--- src/rtl/epc_cap_pkg.sv ---
package epc_cap_pkg;

    // Delay-slot tracker: what the next retiring instruction is.
    typedef enum logic [1:0] {
        TRK_SEQ     = 2'd0,
        TRK_SLOT_TK = 2'd1,
        TRK_SLOT_NT = 2'd2
    } trk_state_e;

    // Exception level.
    typedef enum logic {
        EL_RUN     = 1'b0,
        EL_HANDLER = 1'b1
    } el_state_e;

endpackage

--- src/rtl/epc_slot_tracker.sv ---
module epc_slot_tracker
    import epc_cap_pkg::*;
#(
    parameter int PC_W = 32
) (
    input  logic            clk,
    input  logic            rst,
    input  logic            retire_i,
    input  logic            xfer_i,
    input  logic            taken_i,
    input  logic            clr_i,
    input  logic [PC_W-1:0] pc_i,
    output logic            in_slot_o,
    output logic            slot_nt_o,
    output logic [PC_W-1:0] br_pc_o
);

    trk_state_e      state_q, state_d;
    logic [PC_W-1:0] br_pc_q;

    // Next state from the dynamic retirement order only.
    always_comb begin
        state_d = state_q;
        if (clr_i) begin
            state_d = TRK_SEQ;
        end else if (retire_i) begin
            unique case (state_q)
                TRK_SEQ, TRK_SLOT_TK, TRK_SLOT_NT: begin
                    if (xfer_i) state_d = taken_i ? TRK_SLOT_TK : TRK_SLOT_NT;
                    else        state_d = TRK_SEQ;
                end
                default: state_d = TRK_SEQ;
            endcase
        end
    end

    always_ff @(posedge clk) begin
        if (rst) state_q <= TRK_SEQ;
        else     state_q <= state_d;
    end

    // Branch PC is latched at retirement, so no subtraction is needed later.
    always_ff @(posedge clk) begin
        if (rst)                               br_pc_q <= '0;
        else if (retire_i && xfer_i && !clr_i) br_pc_q <= pc_i;
    end

    always_comb begin
        unique case (state_q)
            TRK_SEQ:     begin in_slot_o = 1'b0; slot_nt_o = 1'b0; end
            TRK_SLOT_TK: begin in_slot_o = 1'b1; slot_nt_o = 1'b0; end
            TRK_SLOT_NT: begin in_slot_o = 1'b1; slot_nt_o = 1'b1; end
            default:     begin in_slot_o = 1'b0; slot_nt_o = 1'b0; end
        endcase
        br_pc_o = br_pc_q;
    end

endmodule

--- src/rtl/epc_capture_select.sv ---
module epc_capture_select #(
    parameter int PC_W      = 32,
    parameter bit LEGACY_NT = 1'b0
) (
    input  logic            in_slot_i,
    input  logic            slot_nt_i,
    input  logic [PC_W-1:0] pc_i,
    input  logic [PC_W-1:0] br_pc_i,
    output logic [PC_W-1:0] cap_pc_o,
    output logic            cap_bd_o
);

    logic use_branch;

    generate
        if (LEGACY_NT) begin : g_legacy
            // A not-taken slot may restart at itself: same PC flow.
            assign use_branch = in_slot_i & ~slot_nt_i;
        end else begin : g_compliant
            // Every slot restarts at its branch or jump.
            logic nt_unused;
            assign nt_unused  = slot_nt_i;
            assign use_branch = in_slot_i | (nt_unused & in_slot_i);
        end
    endgenerate

    assign cap_pc_o = use_branch ? br_pc_i : pc_i;
    assign cap_bd_o = use_branch;

endmodule

--- src/rtl/epc_exc_ctrl.sv ---
module epc_exc_ctrl
    import epc_cap_pkg::*;
#(
    parameter int PC_W = 32
) (
    input  logic            clk,
    input  logic            rst,
    input  logic            retire_i,
    input  logic            exc_req_i,
    input  logic            eret_i,
    input  logic [PC_W-1:0] cap_pc_i,
    input  logic            cap_bd_i,
    output logic [PC_W-1:0] epc_o,
    output logic            bd_o,
    output logic            exl_o,
    output logic [PC_W-1:0] restart_pc_o,
    output logic            leave_o
);

    el_state_e       el_q, el_d;
    logic [PC_W-1:0] epc_q;
    logic            bd_q;
    logic            take;

    assign take    = retire_i && exc_req_i && (el_q == EL_RUN);
    assign leave_o = eret_i && (el_q == EL_HANDLER);

    always_comb begin
        el_d = el_q;
        unique case (el_q)
            EL_RUN:     if (take)    el_d = EL_HANDLER;
            EL_HANDLER: if (leave_o) el_d = EL_RUN;
            default:    el_d = EL_RUN;
        endcase
    end

    always_ff @(posedge clk) begin
        if (rst) el_q <= EL_RUN;
        else     el_q <= el_d;
    end

    always_ff @(posedge clk) begin
        if (rst) begin
            epc_q <= '0;
            bd_q  <= 1'b0;
        end else if (take) begin
            epc_q <= cap_pc_i;
            bd_q  <= cap_bd_i;
        end
    end

    always_comb begin
        epc_o        = epc_q;
        bd_o         = bd_q;
        restart_pc_o = '0;
        unique case (el_q)
            EL_RUN:     exl_o = 1'b0;
            EL_HANDLER: begin
                exl_o = 1'b1;
                if (eret_i) restart_pc_o = epc_q;
            end
            default:    exl_o = 1'b0;
        endcase
    end

endmodule

--- src/rtl/epc_capture_unit.sv ---
module epc_capture_unit #(
    parameter int PC_W      = 32,
    parameter bit LEGACY_NT = 1'b0
) (
    input  logic            clk,
    input  logic            rst,
    input  logic            retire_i,
    input  logic [PC_W-1:0] pc_i,
    input  logic            xfer_i,
    input  logic            taken_i,
    input  logic            exc_req_i,
    input  logic            eret_i,
    output logic [PC_W-1:0] epc_o,
    output logic            bd_o,
    output logic            exl_o,
    output logic [PC_W-1:0] restart_pc_o
);

    logic            trk_in_slot;
    logic            trk_slot_nt;
    logic [PC_W-1:0] trk_br_pc;
    logic [PC_W-1:0] cap_pc;
    logic            cap_bd;
    logic            leave;
    logic            trk_clr;

    // A faulting instruction does not retire; a return restarts the stream.
    assign trk_clr = (retire_i && exc_req_i) || leave;

    epc_slot_tracker #(.PC_W(PC_W)) trk_i (
        .clk       (clk),
        .rst       (rst),
        .retire_i  (retire_i),
        .xfer_i    (xfer_i),
        .taken_i   (taken_i),
        .clr_i     (trk_clr),
        .pc_i      (pc_i),
        .in_slot_o (trk_in_slot),
        .slot_nt_o (trk_slot_nt),
        .br_pc_o   (trk_br_pc)
    );

    epc_capture_select #(.PC_W(PC_W), .LEGACY_NT(LEGACY_NT)) sel_i (
        .in_slot_i (trk_in_slot),
        .slot_nt_i (trk_slot_nt),
        .pc_i      (pc_i),
        .br_pc_i   (trk_br_pc),
        .cap_pc_o  (cap_pc),
        .cap_bd_o  (cap_bd)
    );

    epc_exc_ctrl #(.PC_W(PC_W)) ctl_i (
        .clk          (clk),
        .rst          (rst),
        .retire_i     (retire_i),
        .exc_req_i    (exc_req_i),
        .eret_i       (eret_i),
        .cap_pc_i     (cap_pc),
        .cap_bd_i     (cap_bd),
        .epc_o        (epc_o),
        .bd_o         (bd_o),
        .exl_o        (exl_o),
        .restart_pc_o (restart_pc_o),
        .leave_o      (leave)
    );

endmodule

--- config.mk ---
export PLATFORM = sky130hd
export DESIGN_NAME = epc_capture_unit
export DESIGN_NICKNAME = d
export VERILOG_FILES = /design/src/rtl/epc_cap_pkg.sv /design/src/rtl/epc_slot_tracker.sv /design/src/rtl/epc_capture_select.sv /design/src/rtl/epc_exc_ctrl.sv /design/src/rtl/epc_capture_unit.sv
export SDC_FILE = /design/constraint.sdc
export NUM_CORES = 1
export LEC_CHECK = 0
export BUFFER_PORTS_ARGS = -buffer_cell sky130_fd_sc_hd__clkbuf_2
export CAP_MARGIN = 20
export CORE_UTILIZATION = 40
export DETAILED_ROUTE_END_ITERATION = 7
export HOLD_SLACK_MARGIN = 0.02
export PLACE_DENSITY = 0.69
export SLEW_MARGIN = 20
export SYNTH_ARGS = -nofsm -noshare
export SYNTH_HDL_FRONTEND = slang
export SYNTH_HIERARCHICAL = 1
export SYNTH_SLANG_ARGS = --single-unit
--- constraint.sdc ---
create_clock -name clk -period 2 [get_ports clk]
set_input_delay 0.2 -clock clk [delete_from_list [all_inputs] [get_ports clk]]
set_output_delay 0.2 -clock clk [all_outputs]
set_load 0.01 [all_outputs]
Word level (Yosys, flattened, before mapping)

Index checks and enable logic that the tools add are counted.

Register bits: 68
Latch bits: 0
Bits in writable memories: 0
Memory bits (read-only): 0
Bits of input ports: 39
Output and inout port bits: 66
Logic and storage cells: 33
Memories: 0

$add $sub $neg: 0
Multipliers: 0
Div/mod/pow operators: 0
Order comparisons: 0
Eq/ne operators: 2
Shift-type cells: 0
Multiplexer cells: 12
Bitwise logic cells: 3
Reduce and logical (&&, ||, !) cells: 11

Operators with widths:

| kind                                          | number |
|---|---|
| two-way mux 32 bit                            | 3 |
| two-way mux 2 bit                             | 3 |
| logical AND 1 bit                             | 5 |
| two-way mux 1 bit                             | 4 |
| case mux 1 bit (2 select lines)               | 2 |
| OR reduction 2 bit                            | 2 |
| OR reduction 3 bit                            | 1 |
| == test 2 x 1 -> 1 bit, second input constant | 1 |
| == test 2 bit, second input constant          | 1 |
| zero test 2 bit                               | 1 |
| AND 1 bit                                     | 1 |
| zero test 1 bit                               | 1 |
| logical OR 1 bit                              | 1 |
| inverter 1 bit                                | 1 |
| bitwise OR 1 bit                              | 1 |

Logic depth before layout (Yosys ltp)

Depth after elaboration: 6
Depth in mapped cells: 8
Gate-level depth less buffers: 6

Cells and area by module

Netlist, hierarchy kept.

By module, submodules not included:

| module             | times used | cells an instance | area each (sq um) | seq. area each (sq um) |
|---|---|---|---|---|
| epc_exc_ctrl       | 1          | 186               | 1,775.5           | 680.7 |
| epc_slot_tracker   | 1          | 152               | 1,590.3           | 680.7 |
| epc_capture_select | 1          | 37                | 548.0             | 0.0 |
| epc_capture_unit   | 1          | 1                 | 7.5               | 0.0 |

Worst setup path after synthesis

OpenSTA, ideal clock, no wires.

Path kind: flip-flop to flip-flop
Start point: register ctl_i.el_q
End point: register trk_i.br_pc_q[0] (netlist: trk_i/br_pc_o[0])
Setup time: 118 ps
Arrival time: 1,463 ps
Required time: 1,882 ps
Setup slack: 419 ps
Stages on the path, launching flop included: 8
Path buffers: 3
Period minus slack after synthesis: 1,581 ps
Cells stage by stage: dfxtp_1 clkbuf_1 and2_1 a21o_1 and3b_1 buf_6 buf_12 mux2i_1

Word-level cells in the longest chain between the ends: 4

Ends and longest elaborated chain:

| element                  | RTL line               | RTL |
|---|---|---|
| start: declaration       | epc_exc_ctrl.sv:20     | `el_state_e el_q, el_d;` |
| start signal: assignment | epc_exc_ctrl.sv:39     | `else el_q <= el_d;` |
| logical AND 1 bit        | epc_exc_ctrl.sv:26     | `assign leave_o = eret_i && (el_q == EL_HANDLER);` |
| named net leave          | epc_capture_unit.sv:24 | `logic leave;` |
| logical OR 1 bit         | epc_capture_unit.sv:28 | `assign trk_clr = (retire_i && exc_req_i) \|\| leave;` |
| named net trk_clr        | epc_capture_unit.sv:25 | `logic trk_clr;` |
| zero test 1 bit          | epc_slot_tracker.sv:45 | `else if (retire_i && xfer_i && !clr_i) br_pc_q <= pc_i;` |
| logical AND 1 bit        | epc_slot_tracker.sv:45 |  |
| end signal: assignment   | epc_slot_tracker.sv:45 |  |
| end: declaration         | epc_slot_tracker.sv:19 | `logic [PC_W-1:0] br_pc_q;` |

The timed path passes the listed nets, and every way through them passes these cells.
A chain may end at the register's enable or synchronous reset.

Final worst setup path

Start point: register trk_i.state_q[0]
End point: register ctl_i.epc_q[31] (netlist: ctl_i/epc_o[31])

Word-level cells in the longest chain between the ends: 6
Elaborated cells on any way between the ends: 8
Those cells by class: 2 x eq/ne; 3 x mux; 2 x bitwise; 1 x reduce/logical

Ends and longest elaborated chain:

| element                                                 | RTL line                 | RTL |
|---|---|---|
| start: declaration                                      | epc_slot_tracker.sv:18   | `trk_state_e state_q, state_d;` |
| start signal: assignment                                | epc_slot_tracker.sv:39   | `else state_q <= state_d;` |
| == test 2 x 1 -> 1 bit or == test 2 bit (tied branches) | epc_slot_tracker.sv:49   | `unique case (state_q)` |
| OR reduction 2 bit (no source line) *                   | --                       |  |
| two-way mux 1 bit *                                     | epc_slot_tracker.sv:49   |  |
| named net trk_in_slot                                   | epc_capture_unit.sv:19   | `logic trk_in_slot;` |
| AND 1 bit                                               | epc_capture_select.sv:23 | `assign use_branch = in_slot_i \| (nt_unused & in_slot_i);` |
| bitwise OR 1 bit *                                      | epc_capture_select.sv:23 |  |
| two-way mux 32 bit *                                    | epc_capture_select.sv:27 | `assign cap_pc_o = use_branch ? br_pc_i : pc_i;` |
| named net cap_pc[31]                                    | epc_capture_unit.sv:22   | `logic [PC_W-1:0] cap_pc;` |
| end signal: assignment                                  | epc_exc_ctrl.sv:47       | `epc_q <= cap_pc_i;` |
| end: declaration                                        | epc_exc_ctrl.sv:21       | `logic [PC_W-1:0] epc_q;` |

Mark *: on every way through the listed nets, which the timed path passes. The rest lies on a longest branch.

==> reports/results.tsv <==
stage	metric	value	unit
run_status	status	finished, final reports clean	
final_layout	fillers	908	
route	Antenna Nets Post-Route	0	
power_and_ir_drop	maximum vdd drop	0.333	mV
worst_hold_path	Worst Hold Class	primary input to flop	
route	drt total wl	7910	µm
logic_synthesis	top cells by area in the synthesized netlist	dfxtp_1 (35%), nand2b_1 (21%), mux2i_1 (17%)	
clock_tree	CTS Hold Bufs	0	
logic_synthesis	adder-cell share of the synthesized area	0.638	%
logic_synthesis	Syn Nets	417	
logic_synthesis	register area share after synthesis	34.7	%
clock_tree	CTS Buffer Depth	2	
logic_synthesis	flops & latches, synth	68	
placement	PortBufs	104	
clock_tree	CTS-repair resized insts	0	
timing	unrepaired setup endpoints after global routing	false	
logic_synthesis	Synth Instances	376	
clock_tree	Clock Latency Late Sink	0.34	ns
power_and_ir_drop	PwrDens	654	nW/µm²
timing	final setup fails	0	
logic_synthesis	post-synth top area share	34.7	%
final_layout	Layout Nets	507	
timing	Final TNS setup	0	ns
logic_synthesis	post-synth top area cell	dfxtp_1	
logic_synthesis	Mean Syn Cell Area	10.4	µm²
logic_synthesis	largest family of logic cells by synthesized area	multiplexers	
route	vias per inst	4.64	
final_layout	Storage cell area	1360	µm²
placement	placed cells	584	
timing	slew at the pin with the worst max-slew slack	0.444	ns
final_layout	Synth-to-Final Area Change	18.2	%
timing	fmax	594	MHz
setup_path	Crit Path Category	flop to flop	
logic_synthesis	Netlist cell types	20	
logic_synthesis	Netlist Area Pre-Place	3920	µm²
route	drt drc	0	
placement	GP Congestion	0.687	
floorplanning	Initial Utilization	41.8	%
logic_synthesis	Compound-Gate Fraction of Synth Area	0.830	%
timing	Max Clock Skew	0.00689	ns
final_layout	commonest non-fill, non-tap cell in the layout	nand2b_1	
setup_path	element type at the critical path start	flop	
placement	post-place setup slack	0.318	ns
placement	Post-DP HPWL	5260	µm
grt	largest net degree at the start of global routing	134	
floorplanning	DIE AREA	10200	µm²
grt	grt total ovfl	0	
logic_synthesis	XOR/XNOR Fraction of Synth Area	0	%
setup_path	Critical Path End Type	flop	
timing	Final min period	1.68	ns
clock_tree	TritonCTS Sinks	68	
route	First-pass DRT Iterations	4	
grt	initial antenna violation count	0	
logic_synthesis	simple-gate share of the synthesized area	27.4	%
grt	global-route usage over all layers	15.8	%
route	via count	2783	
timing	final hold violations	0	
timing	Max Slew Vio Count	0	
run	Max-Cap Viols	0	
clock_tree	clk slew on worst S/H paths	0.07	ns
timing	post-route setup slack	0.315	ns
setup_path	CP Max Fanout	33	
clock_tree	Post-CTS Setup Bufs	0	
power_and_ir_drop	Lkg Pwr	2.12	nW
logic_synthesis	Ys Warns	6	
grt	vias in the first global route	2576	
floorplanning	Die Ht	101	µm
clock_tree	CTS tree	done	
setup_path	worst path arrival time	1.92	ns
final_layout	commonest cells after routing, fill and taps aside	nand2b_1 (132), clkbuf_2 (103), dfxtp_1 (68), mux2i_1 (65), and3_1 (32)	
clock_tree	CTS Buf Count	9	
floorplanning	core footprint	9370	µm²
final_layout	area of the multi-input gates	2260	µm²
final_layout	final std cells w/o fill	600	
logic_synthesis	mux share of post-synthesis cell area	28.7	%
clock_tree	Clock Root Buffer	clkbuf_8	
setup_path	Worst Path Required	2.23	ns
floorplanning	I/O Pins	105	
final_layout	Diodes inserted	0	
floorplanning	Core Rows	35	
floorplanning	Die Width	101	µm
timing	Slew HR	70.4	%
timing	fin crit share	84.2	%
route	routed len/inst	13.2	µm
final_layout	layout cells sized above 1	34.8	%
route	1st-iter DRT viols	44	
clock_tree	H-tree Lvls	3	
grt	first-pass GRT wire length	12500	µm
## final timing paths
check	start	cells after the start	end	slack, ns
max reg2reg	trk_i/state_q[0]$_SDFFE_PP0P_	7	ctl_i/epc_o[31]$_SDFFE_PP0P_	0.32
min	pc_i[24]	3	trk_i/br_pc_o[24]$_SDFFE_PP0P_	0.11
min reg2reg	trk_i/br_pc_o[0]$_SDFFE_PP0P_	2	trk_i/br_pc_o[0]$_SDFFE_PP0P_	0.47
max	trk_i/state_q[0]$_SDFFE_PP0P_	7	ctl_i/epc_o[31]$_SDFFE_PP0P_	0.32
## kinds of logic after synthesis
logic type	count (synthesis)
compound gates	4
buf+inv	35
fa+ha+maj	2
simple gates	170
flops	68
mux	97
## synthesized netlist by cell type
library cell and n:
nand4bb_1 1, a21o_1 1, and3b_1 2, o21ba_2 1, inv_1 2, mux2i_1 65, ha_1 2, buf_6 3
a211oi_1 2, mux2_2 2, clkbuf_1 19, nand2b_1 132, buf_12 9, and2_1 1, dfxtp_1 68, nor2b_1 1
nand4b_1 1, mux2_4 30, and3_1 32, buf_2 2
## power breakdown
part,switching [W],total [W],internal [W]
clock network,0.000522,0.00107,0.000545
logic,0.000226,0.000501,0.000275
registers,0.0000414,0.00146,0.00142
total,0.000789,0.00303,0.00224
## critical path, cell delays in order, from the launching register on
cell,delay (ns)
dfxtp_1,0.36
inv_1,0.06
ha_1,0.31
inv_2,0.07
buf_12,0.25
mux2_2,0.37
nand2b_1,0.07
mux2i_1,0.07
## per-layer routing
metal / track usage, % / wire length [µm]
met5: 0 / 0
met4: 6.35 / 87
met3: 3.61 / 383
met2: 26.0 / 3720
met1: 19.9 / 3720
## per-stage QoR
step / hold slack [ns] / area, µm² / power [W] / util (%)
2_1_floorplan: 0.355 / 3920 / 0.00187 / -
3_3_place_gp: 0.457 / 4450 / 0.00198 / 47.4
3_5_place_dp: 0.465 / 4450 / 0.00200 / 47.4
4_1_cts: 0.0907 / 4630 / 0.00307 / 49.4
5_1_grt: 0.101 / 4630 / 0.00319 / 49.4
6_report: 0.112 / 4630 / 0.00303 / 49.4
## layout make-up
cell class	instances	area share, %
Clock buffer	12	3.56
Timing Repair Buffer	112	14.2
Multi-Input combinational cell	273	48.8
Sequential cell	68	29.4
Inverter	2	0.162
Clock inverter	4	0.486
Tap cell	129	3.48
## state kept, by name, indices dropped and copies added (netlist names)
register       cells
ctl_i/epc_o       32
trk_i/br_pc_o     32
trk_i/state_q      2
ctl_i/bd_o         1
ctl_i/el_q         1
Note: power is estimated with default switching activity, not from simulation.
